===== src/rtl/dma2_pkg.sv =====
package dma2_pkg;

    localparam int ADDR_W = 16;
    localparam int DATA_W = 8;
    localparam int NCH    = 2;
    localparam int RA_W   = 4;
    localparam int CH_W   = (NCH > 1) ? $clog2(NCH) : 1;

    // per-channel behaviour byte, bit 7 down to bit 0
    typedef struct packed {
        logic burst;
        logic reload;
        logic dis_uf;
        logic latch_only;
        logic dst_step;
        logic dst_dec;
        logic src_step;
        logic src_dec;
    } mode_t;

    typedef enum logic [RA_W-1:0] {
        RA_INDEX  = 4'h0,
        RA_MODE   = 4'h1,
        RA_CTRL   = 4'h2,
        RA_SRC_LO = 4'h3,
        RA_SRC_HI = 4'h4,
        RA_DST_LO = 4'h5,
        RA_DST_HI = 4'h6,
        RA_CNT_LO = 4'h7,
        RA_CNT_HI = 4'h8
    } reg_addr_e;

    typedef enum logic [1:0] {
        ST_IDLE  = 2'd0,
        ST_READ  = 2'd1,
        ST_WRITE = 2'd2
    } bus_state_e;

    localparam logic [DATA_W-1:0] MODE_WMASK = 8'hBF;

    function automatic logic [ADDR_W-1:0] step_addr(
        input logic [ADDR_W-1:0] a,
        input logic              en,
        input logic              dec
    );
        if (!en)
            return a;
        return dec ? a - ADDR_W'(1) : a + ADDR_W'(1);
    endfunction

endpackage


===== src/rtl/dma2_chan.sv =====
module dma2_chan
    import dma2_pkg::*;
(
    input  logic              clk,
    input  logic              rst,
    input  logic              wr_en,
    input  logic [RA_W-1:0]   wr_reg,
    input  logic [DATA_W-1:0] wr_data,
    input  logic              xfer_done,
    input  logic              tc_clr,
    output logic [ADDR_W-1:0] src,
    output logic [ADDR_W-1:0] dst,
    output logic [ADDR_W-1:0] cnt,
    output mode_t             mode,
    output logic              enable,
    output logic              tc,
    output logic              keep_en
);

    logic [ADDR_W-1:0] src_l, dst_l, cnt_l;
    logic              wrap;
    logic              do_reload;

    assign wrap      = xfer_done && (cnt == '0);
    assign keep_en   = enable && !(mode.dis_uf && cnt == '0);
    assign do_reload = wr_en && (wr_reg == RA_MODE) && wr_data[6];

    always_ff @(posedge clk) begin
        if (rst) begin
            src    <= '0;
            dst    <= '0;
            cnt    <= '0;
            src_l  <= '0;
            dst_l  <= '0;
            cnt_l  <= '0;
            mode   <= '0;
            enable <= 1'b0;
            tc     <= 1'b0;
        end else begin
            // lowest priority: end-of-transfer update
            if (xfer_done) begin
                src <= step_addr(src, mode.src_step, mode.src_dec);
                dst <= step_addr(dst, mode.dst_step, mode.dst_dec);
                cnt <= cnt - ADDR_W'(1);
                if (wrap) begin
                    tc <= 1'b1;
                    if (mode.dis_uf)
                        enable <= 1'b0;
                end
            end
            if (tc_clr)
                tc <= 1'b0;
            // CPU byte writes override the transfer update
            if (wr_en) begin
                case (wr_reg)
                    RA_MODE:   mode   <= mode_t'(wr_data & MODE_WMASK);
                    RA_CTRL:   enable <= wr_data[7];
                    RA_SRC_LO: begin
                        src_l[7:0] <= wr_data;
                        if (!mode.latch_only) src[7:0] <= wr_data;
                    end
                    RA_SRC_HI: begin
                        src_l[15:8] <= wr_data;
                        if (!mode.latch_only) src[15:8] <= wr_data;
                    end
                    RA_DST_LO: begin
                        dst_l[7:0] <= wr_data;
                        if (!mode.latch_only) dst[7:0] <= wr_data;
                    end
                    RA_DST_HI: begin
                        dst_l[15:8] <= wr_data;
                        if (!mode.latch_only) dst[15:8] <= wr_data;
                    end
                    RA_CNT_LO: begin
                        cnt_l[7:0] <= wr_data;
                        if (!mode.latch_only) cnt[7:0] <= wr_data;
                    end
                    RA_CNT_HI: begin
                        cnt_l[15:8] <= wr_data;
                        if (!mode.latch_only) cnt[15:8] <= wr_data;
                    end
                    default: ;
                endcase
            end
            // highest priority: reload from shadow latches
            if (do_reload) begin
                src <= src_l;
                dst <= dst_l;
                cnt <= cnt_l;
            end
        end
    end

    assert_wrap_sets_tc_R6: assert property (@(posedge clk) disable iff (rst)
        wrap && !tc_clr |=> tc);

    assert_count_steps_R6: assert property (@(posedge clk) disable iff (rst)
        xfer_done && !wr_en |=> cnt == $past(cnt) - ADDR_W'(1));

    assert_wrap_disables_R7: assert property (@(posedge clk) disable iff (rst)
        wrap && mode.dis_uf && !(wr_en && wr_reg == RA_CTRL) |=> !enable);

    assert_wrap_keeps_en_R7: assert property (@(posedge clk) disable iff (rst)
        wrap && !mode.dis_uf && !(wr_en && wr_reg == RA_CTRL) |=> enable == $past(enable));

    assert_reload_src_R5: assert property (@(posedge clk) disable iff (rst)
        do_reload |=> src == $past(src_l));

endmodule


===== src/rtl/dma2_seq.sv =====
module dma2_seq
    import dma2_pkg::*;
(
    input  logic                       clk,
    input  logic                       rst,
    input  logic [NCH-1:0]             req,
    input  logic [NCH-1:0]             enable,
    input  logic [NCH-1:0]             burst,
    input  logic [NCH-1:0]             keep_en,
    input  logic [NCH-1:0][ADDR_W-1:0] src,
    input  logic [NCH-1:0][ADDR_W-1:0] dst,
    input  logic [DATA_W-1:0]          mem_rdata,
    output logic                       mem_rd,
    output logic                       mem_wr,
    output logic [ADDR_W-1:0]          mem_addr,
    output logic [DATA_W-1:0]          mem_wdata,
    output logic [NCH-1:0]             done
);

    bus_state_e        st;
    logic [CH_W-1:0]   act;
    logic [DATA_W-1:0] data_q;
    logic [NCH-1:0]    elig;
    logic              any;
    logic [CH_W-1:0]   pick;

    // fixed priority: the lowest channel index wins
    always_comb begin
        elig = req & enable;
        any  = 1'b0;
        pick = '0;
        for (int i = NCH - 1; i >= 0; i--) begin
            if (elig[i]) begin
                any  = 1'b1;
                pick = CH_W'(i);
            end
        end
    end

    always_ff @(posedge clk) begin
        if (rst) begin
            st     <= ST_IDLE;
            act    <= '0;
            data_q <= '0;
        end else begin
            case (st)
                ST_IDLE: if (any) begin
                    act <= pick;
                    st  <= ST_READ;
                end
                ST_READ: begin
                    data_q <= mem_rdata;
                    st     <= ST_WRITE;
                end
                ST_WRITE: st <= (burst[act] && req[act] && keep_en[act]) ? ST_READ : ST_IDLE;
                default:  st <= ST_IDLE;
            endcase
        end
    end

    always_comb begin
        mem_rd    = (st == ST_READ);
        mem_wr    = (st == ST_WRITE);
        mem_addr  = '0;
        mem_wdata = '0;
        done      = '0;
        if (mem_rd)
            mem_addr = src[act];
        if (mem_wr) begin
            mem_addr  = dst[act];
            mem_wdata = data_q;
            done[act] = 1'b1;
        end
    end

    assert_read_then_write_R9: assert property (@(posedge clk) disable iff (rst)
        mem_rd |=> mem_wr);

    assert_write_data_R9: assert property (@(posedge clk) disable iff (rst)
        mem_wr |-> mem_wdata == $past(mem_rdata));

    assert_steal_gap_R10: assert property (@(posedge clk) disable iff (rst)
        mem_wr && !burst[act] |=> !mem_rd);

    assert_no_grant_R8: assert property (@(posedge clk) disable iff (rst)
        (st == ST_IDLE) && ((req & enable) == '0) |=> !mem_rd);

    assert_prio_ch0_R11: assert property (@(posedge clk) disable iff (rst)
        (st == ST_IDLE) && req[0] && enable[0] |=> act == '0);

endmodule


===== src/rtl/dma2_reload.sv =====
module dma2_reload
    import dma2_pkg::*;
(
    input  logic              clk,
    input  logic              rst,
    input  logic [RA_W-1:0]   cpu_addr,
    input  logic              cpu_we,
    input  logic [DATA_W-1:0] cpu_wdata,
    output logic [DATA_W-1:0] cpu_rdata,
    input  logic [NCH-1:0]    dma_req,
    output logic [NCH-1:0]    tc_flag,
    output logic              mem_rd,
    output logic              mem_wr,
    output logic [ADDR_W-1:0] mem_addr,
    output logic [DATA_W-1:0] mem_wdata,
    input  logic [DATA_W-1:0] mem_rdata
);

    logic [CH_W-1:0]            sel;
    logic [NCH-1:0][ADDR_W-1:0] src_w, dst_w, cnt_w;
    mode_t                      mode_w [NCH];
    logic [NCH-1:0]             en_w, keep_w, burst_w, done_w;
    logic                       idx_wr;

    assign idx_wr = cpu_we && (cpu_addr == RA_INDEX);

    always_ff @(posedge clk) begin
        if (rst)
            sel <= '0;
        else if (idx_wr)
            sel <= CH_W'(cpu_wdata[7]);
    end

    for (genvar c = 0; c < NCH; c++) begin : g_ch
        dma2_chan u_chan (
            .clk       (clk),
            .rst       (rst),
            .wr_en     (cpu_we && !idx_wr && (sel == CH_W'(c))),
            .wr_reg    (cpu_addr),
            .wr_data   (cpu_wdata),
            .xfer_done (done_w[c]),
            .tc_clr    (idx_wr && cpu_wdata[c]),
            .src       (src_w[c]),
            .dst       (dst_w[c]),
            .cnt       (cnt_w[c]),
            .mode      (mode_w[c]),
            .enable    (en_w[c]),
            .tc        (tc_flag[c]),
            .keep_en   (keep_w[c])
        );
        assign burst_w[c] = mode_w[c].burst;
    end

    dma2_seq u_seq (
        .clk       (clk),
        .rst       (rst),
        .req       (dma_req),
        .enable    (en_w),
        .burst     (burst_w),
        .keep_en   (keep_w),
        .src       (src_w),
        .dst       (dst_w),
        .mem_rdata (mem_rdata),
        .mem_rd    (mem_rd),
        .mem_wr    (mem_wr),
        .mem_addr  (mem_addr),
        .mem_wdata (mem_wdata),
        .done      (done_w)
    );

    always_comb begin
        cpu_rdata = '0;
        case (cpu_addr)
            RA_INDEX: begin
                cpu_rdata[7]       = sel[0];
                cpu_rdata[NCH-1:0] = tc_flag;
            end
            RA_MODE:   cpu_rdata = mode_w[sel];
            RA_CTRL:   cpu_rdata[7] = en_w[sel];
            RA_SRC_LO: cpu_rdata = src_w[sel][7:0];
            RA_SRC_HI: cpu_rdata = src_w[sel][15:8];
            RA_DST_LO: cpu_rdata = dst_w[sel][7:0];
            RA_DST_HI: cpu_rdata = dst_w[sel][15:8];
            RA_CNT_LO: cpu_rdata = cnt_w[sel][7:0];
            RA_CNT_HI: cpu_rdata = cnt_w[sel][15:8];
            default:   cpu_rdata = '0;
        endcase
    end

    assert_index_sel_R12: assert property (@(posedge clk) disable iff (rst)
        idx_wr |=> sel == CH_W'($past(cpu_wdata[7])));

    assert_bus_exclusive_R9: assert property (@(posedge clk) disable iff (rst)
        !(mem_rd && mem_wr));

endmodule


===== config.mk =====
export PLATFORM = sky130hd
export DESIGN_NAME = dma2_reload
export DESIGN_NICKNAME = d
export VERILOG_FILES = /design/src/rtl/dma2_pkg.sv /design/src/rtl/dma2_chan.sv /design/src/rtl/dma2_seq.sv /design/src/rtl/dma2_reload.sv
export SDC_FILE = /design/constraint.sdc
export NUM_CORES = 1
export LEC_CHECK = 0
export BUFFER_PORTS_ARGS = -buffer_cell sky130_fd_sc_hd__buf_2
export CORE_MARGIN = 2
export CORE_UTILIZATION = 55
export CTS_CLUSTER_DIAMETER = 50
export DETAILED_ROUTE_END_ITERATION = 10
export PLACE_DENSITY_LB_ADDON = 0.08
export SYNTH_ARGS = -nofsm -noshare
export SYNTH_HDL_FRONTEND = slang
export SYNTH_SLANG_ARGS = --single-unit

===== constraint.sdc =====
create_clock -name clk -period 7.4 [get_ports clk]
set_input_delay 0.74 -clock clk [delete_from_list [all_inputs] [get_ports clk]]
set_output_delay 0.74 -clock clk [all_outputs]
set_load 0.01 [all_outputs]

# Yosys cells after proc, flatten, opt, wreduce, memory -nomap -nowiden
# Cells that the tools add are included.
[word_totals] regBits=222 word_cells=225
[classes] add_sub_neg=10 magnitude_cmp=4 n_eq_ne=11 muxes=112 n_bitwise=3 reduce_logical=45
[ops] op="$mux 16" count=42
[ops] op="$mux 8" count=28
[ops] op="$sub 16x1->16 const B" count=6
[ops] op="$add 16x1->16 const B" count=4
[ops] op="$mux 1" count=35
[ops] op="$pmux 5 s7" count=1
[ops] op="$reduce_and 2->1" count=17
[ops] op="$logic_not 16->1" count=2
[ops] op="$logic_and 1x1->1" count=19
[ops] op="$eq 4x3->1 const B" count=4
[ops] op="$pmux 2 s8" count=1
[ops] op="$pmux 1 s9" count=1
[ops] op="$eq 4x2->1 const B" count=2
[ops] op="$pmux 2 s3" count=1
[ops] op="$eq 4x1->1 const B" count=1
[ops] op="$eq 4x4->1 const B" count=1
[ops] op="$logic_not 4->1" count=1
[ops] op="$lt 1x2->1 const B" count=2
[ops] op="$mux 2" count=2
[ops] op="$reduce_or 2->1" count=2
[ops] op="$logic_not 1->1" count=3
[ops] op="$and 2x2->2" count=1
[ops] op="$eq 2x1->1 const B" count=1
[ops] op="$eq 2x2->1 const B" count=1
[ops] op="other kinds (7)" count=7

# Depth between registers and ports, before layout
# Gate-level depths: netlist of run 1.
[depth] ltp_word=13 ltp_mapped=11 depth_no_buf=8

# Hierarchy
# A second synthesis of run 1 with hierarchy kept.
[hier_totals] cells_unflattened=1769 area_unflattened_um2=14282.4
[by_module_without_submodules] mod="dma2_chan (g_ch[1].u_chan)" instances=1 cells_each=766 area_each_um2=6149.6 seq_area_each_um2=2102.0
[by_module_without_submodules] mod="dma2_chan (g_ch[0].u_chan)" instances=1 cells_each=755 area_each_um2=6124.6 seq_area_each_um2=2102.0
[by_module_without_submodules] mod="dma2_reload" instances=1 cells_each=133 area_each_um2=1059.8 seq_area_each_um2=20.0
[by_module_without_submodules] mod="dma2_seq" instances=1 cells_each=115 area_each_um2=948.4 seq_area_each_um2=220.2

# Worst setup path before layout of run 1
# Ideal clock, no wire load.
[synth_path] path_type="reg-to-reg" startpoint="register g_ch[0].u_chan.mode[2] in the netlist's numbering" endpoint="register g_ch[0].u_chan.dst[14]" t_arrival_ns=2.872 required_ns=7.309 setup_slack_ns=4.437 stages_incl_launch_ff=9 n_path_buf=0 path_cell_list="dfxtp_1 > ha_1 > a2111oi_0 > o21a_1 > o32ai_1 > o41ai_1 > xnor2_1 > nand3_1 > a311oi_1"
[synth_between] elab_chain_len=7
[synth_lines] element="from (decl)" line_no="dma2_chan.sv:14" source="output mode_t mode,"
[synth_lines] element="from (signal assigned)" line_no="dma2_chan.sv:56" source="RA_MODE: mode <= mode_t'(wr_data & MODE_WMASK);"
[synth_lines] element="$mux 16 (*) (2 in series)" line_no="dma2_pkg.sv:48" source="return dec ? a - ADDR_W'(1) : a + ADDR_W'(1);"
[synth_lines] element="$mux 16 (*)" line_no="dma2_chan.sv:41" source="if (xfer_done) begin"
[synth_lines] element="$mux 8" line_no="dma2_chan.sv:72" source="if (!mode.latch_only) dst[15:8] <= wr_data;"
[synth_lines] element="$mux 8" line_no="dma2_chan.sv:55" source="case (wr_reg)"
[synth_lines] element="$mux 16 (*)" line_no="dma2_chan.sv:54" source="if (wr_en) begin"
[synth_lines] element="$mux 16 (*)" line_no="dma2_chan.sv:86" source="if (do_reload) begin"
[synth_lines] element="to (signal assigned)" line_no="dma2_chan.sv:43" source="dst <= step_addr(dst, mode.dst_step, mode.dst_dec);"
[synth_lines] element="to (signal assigned)" line_no="dma2_chan.sv:72"
[synth_lines] element="to (signal assigned)" line_no="dma2_chan.sv:88" source="dst <= dst_l;"
[synth_lines] element="to (decl)" line_no="dma2_chan.sv:12" source="output logic [ADDR_W-1:0] dst,"
# Every way passes the cells marked *; elsewhere a longest branch is shown, timed or not.
# A chain may end at the register's enable or synchronous reset.

# Worst setup path after layout of run 1
[layout_path] startpoint="register sel" endpoint="output cpu_rdata[0]"
[layout_between] elab_chain_len=5 elab_cells_between_ends=11
[layout_lines] element="from (decl)" line_no="dma2_reload.sv:19" source="logic [CH_W-1:0] sel;"
[layout_lines] element="from (signal assigned)" line_no="dma2_reload.sv:31" source="sel <= CH_W'(cpu_wdata[7]);"
[layout_lines] element="$not 1->2 (not written as such)" line_no="dma2_reload.sv:78" source="RA_MODE: cpu_rdata = mode_w[sel];"
[layout_lines] element="$mux 8 (not written as such) (3 in series)" line_no="dma2_reload.sv:78"
[layout_lines] element="$pmux 2 s8 (*)" line_no="dma2_reload.sv:73" source="case (cpu_addr)"
[layout_lines] element="to (decl)" line_no="dma2_reload.sv:9" source="output logic [DATA_W-1:0] cpu_rdata,"
# Every way passes the cells marked *; elsewhere a longest branch is shown, timed or not. The select of a mux whose other input is x is not followed.

==> results of run 1 <==
==> synth_stat cells (14+ instances only) <==
cell and n:
a211oi_1 41, a21o_1 15, a21oi_1 183, a31oi_1 15
and2_1 19, buf_1 15, clkbuf_1 111, dfxtp_1 222
ha_1 60, inv_1 15, mux2i_1 143, nand2_1 198
nand3_1 61, nor2_1 191, nor3_1 56, o211ai_1 29
o21a_1 14, o21ai_0 57, o22ai_1 57, xnor2_1 58
xor2_1 25
==> cell families after synthesis <==
kind of cell / count (synthesis) / share of synthesized area (%)
flip-flops: 222 / 31.3
adder cells (fa/ha/maj): 64 / 5.85
buffers and inverters: 154 / 4.41
XOR/XNOR: 83 / 5.12
AO/OA/AOI/OAI: 501 / 22.3
AND/OR/NAND/NOR: 632 / 20.7
multiplexers: 146 / 10.3
==> worst min path at each step <==
stage,from,to,depth (start not counted)
finish,mem_rdata[6],u_seq.data_q[6],3
detailed placement,u_seq.data_q[0],u_seq.data_q[0],2
floorplan,g_ch[0].u_chan.cnt_l[0],g_ch[0].u_chan.cnt[0],2
CTS,mem_rdata[6],u_seq.data_q[6],3
global route,mem_rdata[6],u_seq.data_q[6],3
global placement,u_seq.data_q[7],u_seq.data_q[7],2
==> flip-flops by register name (all words and copies together) (netlist names), 2 cells and up <==
register / flops
g_ch.u_chan.src: 32
g_ch.u_chan.cnt: 32
u_seq.data_q: 8
u_seq.st: 2
g_ch.u_chan.tc: 2
g_ch.u_chan.cnt_l: 32
g_ch.u_chan.dst_l: 32
g_ch.u_chan.mode: 14
g_ch.u_chan.enable: 2
g_ch.u_chan.dst: 32
g_ch.u_chan.src_l: 32
==> metal layers <==
| layer | up-vias | part of all wire (%) | routed length, µm |
|---|---|---|---|
| li1 | 6511 | - | - |
| met4 | 0 | 3.2 | 1480 |
| met2 | 573 | 45 | 20600 |
| met5 | - | 0 | 0 |
| met1 | 6377 | 44 | 20100 |
| met3 | 87 | 8.4 | 3850 |
==> metrics by stage <==
stage,setup WS (ns),cell area (µm²),total power (W)
6_report,3.69,15500,0.00287
5_1_grt,3.53,15500,0.00295
4_1_cts,3.80,15500,0.00288
3_5_place_dp,3.67,14500,0.00141
3_3_place_gp,3.77,14500,0.00141
2_1_floorplan,4.44,14200,0.00136
==> power breakdown <==
group / internal (W) / switching [W]
clock: 0.000920 / 0.000563
combinational: 0.0000498 / 0.000116
sequential: 0.00121 / 0.0000173
==> worst max-delay path, cell delays in order, from the launching register on <==
cell and delay [ns]:
dfxtp_2 0.31, buf_4 0.64, mux2i_1 0.48, o22ai_1 0.14, or4_1 0.61, buf_2 0.18
==> cell type report <==
class	instances	area, µm²
clock buffer	31	722
inverter	16	60.1
tap	330	413
timing repair buffer	76	427
multi-input combinational	1426	9150
sequential	222	4450
clock inverter	19	287
fill	2316	9750
==> results.json, run 1 <==
{
  "drive_gt1_share_pct": 8.88,
  "period_share_pct": 50.1,
  "crit_end": "cpu_rdata[0]",
  "post-route-drc-count": 0,
  "setup_viol": 0,
  "syn_inst": 1802,
  "yosysSeqAreaShare_pct": 31.3,
  "synth_top_area_share_pct": 31.3,
  "die_area_um2": 27100,
  "cp.required_ns": 6.66,
  "hp-class": "in -> reg",
  "start_kind": "register",
  "max_cap_viol_count": 0,
  "leakage_nw": 5.95,
  "drt_iter0_drc": 1319,
  "cts_buffers": 28,
  "netlist_area_um2": 14200,
  "grt_max_degree": 79,
  "area_growth_pct": 9.24,
  "final_common_cell": "dfxtp_1",
  "cts_hold_buf": 0,
  "num_io_pins": 61,
  "clockRootBuffer": "clkbuf_16",
  "coreArea_um2": 25300,
  "hold_viol": 0,
  "use_met2_pct": 53.0,
  "cts_tree": "done",
  "dr.pass1.iters": 5,
  "use_met1_pct": 46.3,
  "power.density_nw_per_um2": 185,
  "synth-seq-cells": 222,
  "max_freq_ghz": 0.270,
  "ir_drop_mv": 0.180,
  "fin_crit_ns": 3.71,
  "crit_arrival_ns": 2.97,
  "cp_max_fo": 57,
  "start_util_pct": 56.2,
  "yosys.area.top_type": "dfxtp_1",
  "worst-r2r-cell-count": 8,
  "grt_pass1_wl_um": 70700,
  "grt_pass1_vias": 12400,
  "setup.worst_path.start": "sel",
  "postSynthAreaPerCell_um2": 7.88,
  "synth-async-reset-ratio_pct": 0,
  "timing.reg2reg.setup_slack_ns": 3.74,
  "tightestPinTransition_ns": 1.21,
  "ys.flop_type": "dfxtp_1",
  "relSlewSlack_pct": 17.5,
  "wirelength_um": 46100,
  "dp_hpwl_um": 31700,
  "r2r-start": "g_ch[0].u_chan.mode[2]",
  "rsz0062_at_grt": "no",
  "portBuffers": 60,
  "placed_cells": 2070,
  "syn_nets": 1891,
  "utilization_pct": 61.4,
  "antenna_found_initial": 0,
  "status": "completed",
  "antenna_cells": 0,
  "fin_nets": 1859,
  "clock_skew_ns": 0.0105,
  "die_h_um": 165,
  "postCtsSetupBuffers": 0,
  "gp_congestion": 1.05,
  "synth_area_leaders": "dfxtp_1, mux2i_1, a21oi_1, ha_1, nand2_1",
  "layout_common_cells": "dfxtp_1, nand2_1, nor2_1, a21oi_1, mux2i_1",
  "routedWlPerCell_um": 21.7,
  "antenna_left": 0,
  "grt-busiest-layer": "met2",
  "grt_use_total_pct": 33.4,
  "synth.distinct_cells": 77,
  "synth_edf_count": 0,
  "htree_levels": 1,
  "vias_per_cell": 6.39,
  "clkSinkCount": 222,
  "final_cells": 2120,
  "slew_violations": 0,
  "ys_warn_count": 0,
  "crit_type": "reg -> out",
  "timing.rr.end": "g_ch[0].u_chan.dst[14]",
  "path_clk_slew_ns": 0.06,
  "gr-total-overflow": 0,
  "timing.setup.tns_ns": 0,
  "clk_latency_ns": 0.55,
  "hold-worst-slack_ns": 0.428,
  "gr-usage-met3_pct": 5.83,
  "post_cts_resize_count": 0,
  "die_w_um": 165,
  "fp-row-count": 58,
  "end_kind": "output pin",
  "clock_path_buffers": 3,
  "via_count": 13500
}
Power figures use the tool's default switching activity.
==> run 2: changes to the inputs <==
==> constraint.sdc (replaced) <==
create_clock -name clk -period 3.8 [get_ports clk]
set_input_delay 0.38 -clock clk [delete_from_list [all_inputs] [get_ports clk]]
set_output_delay 0.38 -clock clk [all_outputs]
set_load 0.01 [all_outputs]
==> results.json, run 2 (same netlist as run 1, synthesis figures left out) <==
{
  "dp_hpwl_um": 32200,
  "layout_common_cells": "dfxtp_1, nand2_1, nor2_1, a21oi_1, mux2i_1",
  "grt_use_total_pct": 34.0,
  "grt_pass1_vias": 12400,
  "timing.reg2reg.setup_slack_ns": 0.76,
  "fp-row-count": 58,
  "final_cells": 2141,
  "cp.required_ns": 3.42,
  "crit_type": "reg -> out",
  "worst-r2r-cell-count": 8,
  "start_util_pct": 56.2,
  "critPathMaxStageDelay_ns": 0.68,
  "rsz0062_at_grt": "no",
  "power.density_nw_per_um2": 345,
  "dr.pass1.iters": 6,
  "die_area_um2": 27100,
  "antenna_found_initial": 0,
  "finalWorstSetupSlack_ns": 0.434,
  "slew_violations": 0,
  "clk_latency_ns": 0.54,
  "placed_cells": 2090,
  "hold_viol": 0,
  "post_cts_resize_count": 0,
  "setup_viol": 0,
  "vias_per_cell": 6.39,
  "cts_tree": "done",
  "clock_path_buffers": 3,
  "relSlewSlack_pct": 40.1,
  "leakage_nw": 6.04,
  "min_from": "mem_rdata[4]",
  "multi_input_comb_area_um2": 9140,
  "postCtsSetupBuffers": 0,
  "coreArea_um2": 25300,
  "fin_nets": 1879,
  "die_h_um": 165,
  "path_clk_slew_ns": 0.06,
  "power_w": 0.00538,
  "gp_congestion": 1.01,
  "num_io_pins": 61,
  "final_common_cell": "dfxtp_1",
  "status": "completed",
  "clkSinkCount": 222,
  "cts_buffers": 28,
  "timing.rr.end": "g_ch[0].u_chan.src[11]",
  "p_int_w": 0.00404,
  "p_sw_w": 0.00133,
  "pwr-share-clk_pct": 49.4,
  "ir_drop_mv": 0.372,
  "utilization_pct": 61.7,
  "r2r-start": "g_ch[0].u_chan.mode[0]",
  "portBuffers": 60,
  "antenna_left": 0,
  "routedWlPerCell_um": 21.8,
  "place_ws_ns": 0.809,
  "crit_chain": "buf_12 > mux2i_1 > o22ai_1 > or4_1 > buf_2",
  "period_share_pct": 88.6,
  "seqCellArea_um2": 4450,
  "hp-class": "in -> reg",
  "crit_arrival_ns": 2.99,
  "cts_hold_buf": 0,
  "drive_gt1_share_pct": 9.78,
  "p_seq_share_pct": 44.3,
  "cp_max_fo": 36,
  "area_growth_pct": 9.87,
  "clockRootBuffer": "clkbuf_16",
  "hold_end": "u_seq.data_q[4]",
  "end_kind": "output pin",
  "drt_iter0_drc": 1371,
  "post-route-drc-count": 0,
  "die_w_um": 165,
  "fillers": 2364,
  "wirelength_um": 46600,
  "timing.setup.tns_ns": 0,
  "grt_max_degree": 86,
  "tightestPinTransition_ns": 0.896,
  "start_kind": "register",
  "pwr-share-comb_pct": 6.3,
  "gr-total-overflow": 0,
  "holdPathStages": 3,
  "netSwitchingFraction_pct": 24.8,
  "fin_crit_ns": 3.37,
  "htree_levels": 1,
  "via_count": 13700,
  "slowest_stage": "dfxtp_2",
  "max_freq_ghz": 0.297,
  "clock_skew_ns": 0.0117,
  "max_cap_viol_count": 0,
  "grt_pass1_wl_um": 70900
}
==> run 2: cell type report <==
cell class | instances | share of cell area (%)
Multi-Input combinational cell | 1426 | 58.6
Sequential cell | 222 | 28.5
Clock buffer | 35 | 4.99
Timing Repair Buffer | 96 | 3.86
Tap cell | 330 | 2.65
Clock inverter | 15 | 0.955
Inverter | 16 | 0.385
Antenna cell | 1 | 0.0160
==> run 2: worst max path at each step <==
stage                      startpoint                     end  slack (ns)  depth (start not counted)
2_1_floorplan  g_ch[0].u_chan.mode[2]  g_ch[0].u_chan.dst[14]        0.84                          8
3_3_place_gp   g_ch[0].u_chan.mode[0]  g_ch[0].u_chan.src[11]        0.93                          8
3_5_place_dp   g_ch[0].u_chan.mode[0]  g_ch[0].u_chan.src[11]        0.81                          8
4_1_cts                           sel            cpu_rdata[0]        0.60                          5
5_1_grt        g_ch[0].u_chan.mode[0]  g_ch[0].u_chan.src[11]        0.45                          8
6_report                          sel            cpu_rdata[0]        0.43                          5
==> run 2: worst max-delay path: cells and delay by family, from the launching register on <==
| family | cells | cell delay [ns] |
|---|---|---|
| AND/OR/NAND/NOR | 1 | 0.61 |
| AO/OA/AOI/OAI | 1 | 0.15 |
| buffers and inverters | 2 | 0.50 |
| multiplexers | 1 | 0.47 |
| flip-flops | 1 | 0.68 |
==> run 2: layer usage <==
layer / share of wire [%] / vias to the layer above / GRT usage [%] / routed length, µm
met3: 9.3 / 129 / 8.01 / 4320
li1: - / 6543 / - / -
met5: 0 / - / 0 / 0
met4: 5.0 / 0 / 14.2 / 2330
met1: 43 / 6426 / 45.6 / 19900
met2: 43 / 585 / 52.3 / 20100
==> run 2: through the flow <==
stage	hold WS [ns]	cell area, µm²
global route	0.0604	15600
floorplan	0.431	14200
global placement	0.437	14700
finish	0.0736	15600
detailed placement	0.444	14700
CTS	0.0542	15600
==> run 2: power groups by stage <==
stage / combinational [W] / sequential [W] / clock (W)
floorplan: 0.000224 / 0.00242 / 0
global placement: 0.000322 / 0.00243 / 0
detailed placement: 0.000326 / 0.00243 / 0
CTS: 0.000327 / 0.00238 / 0.00269
global route: 0.000359 / 0.00238 / 0.00278
finish: 0.000336 / 0.00238 / 0.00266
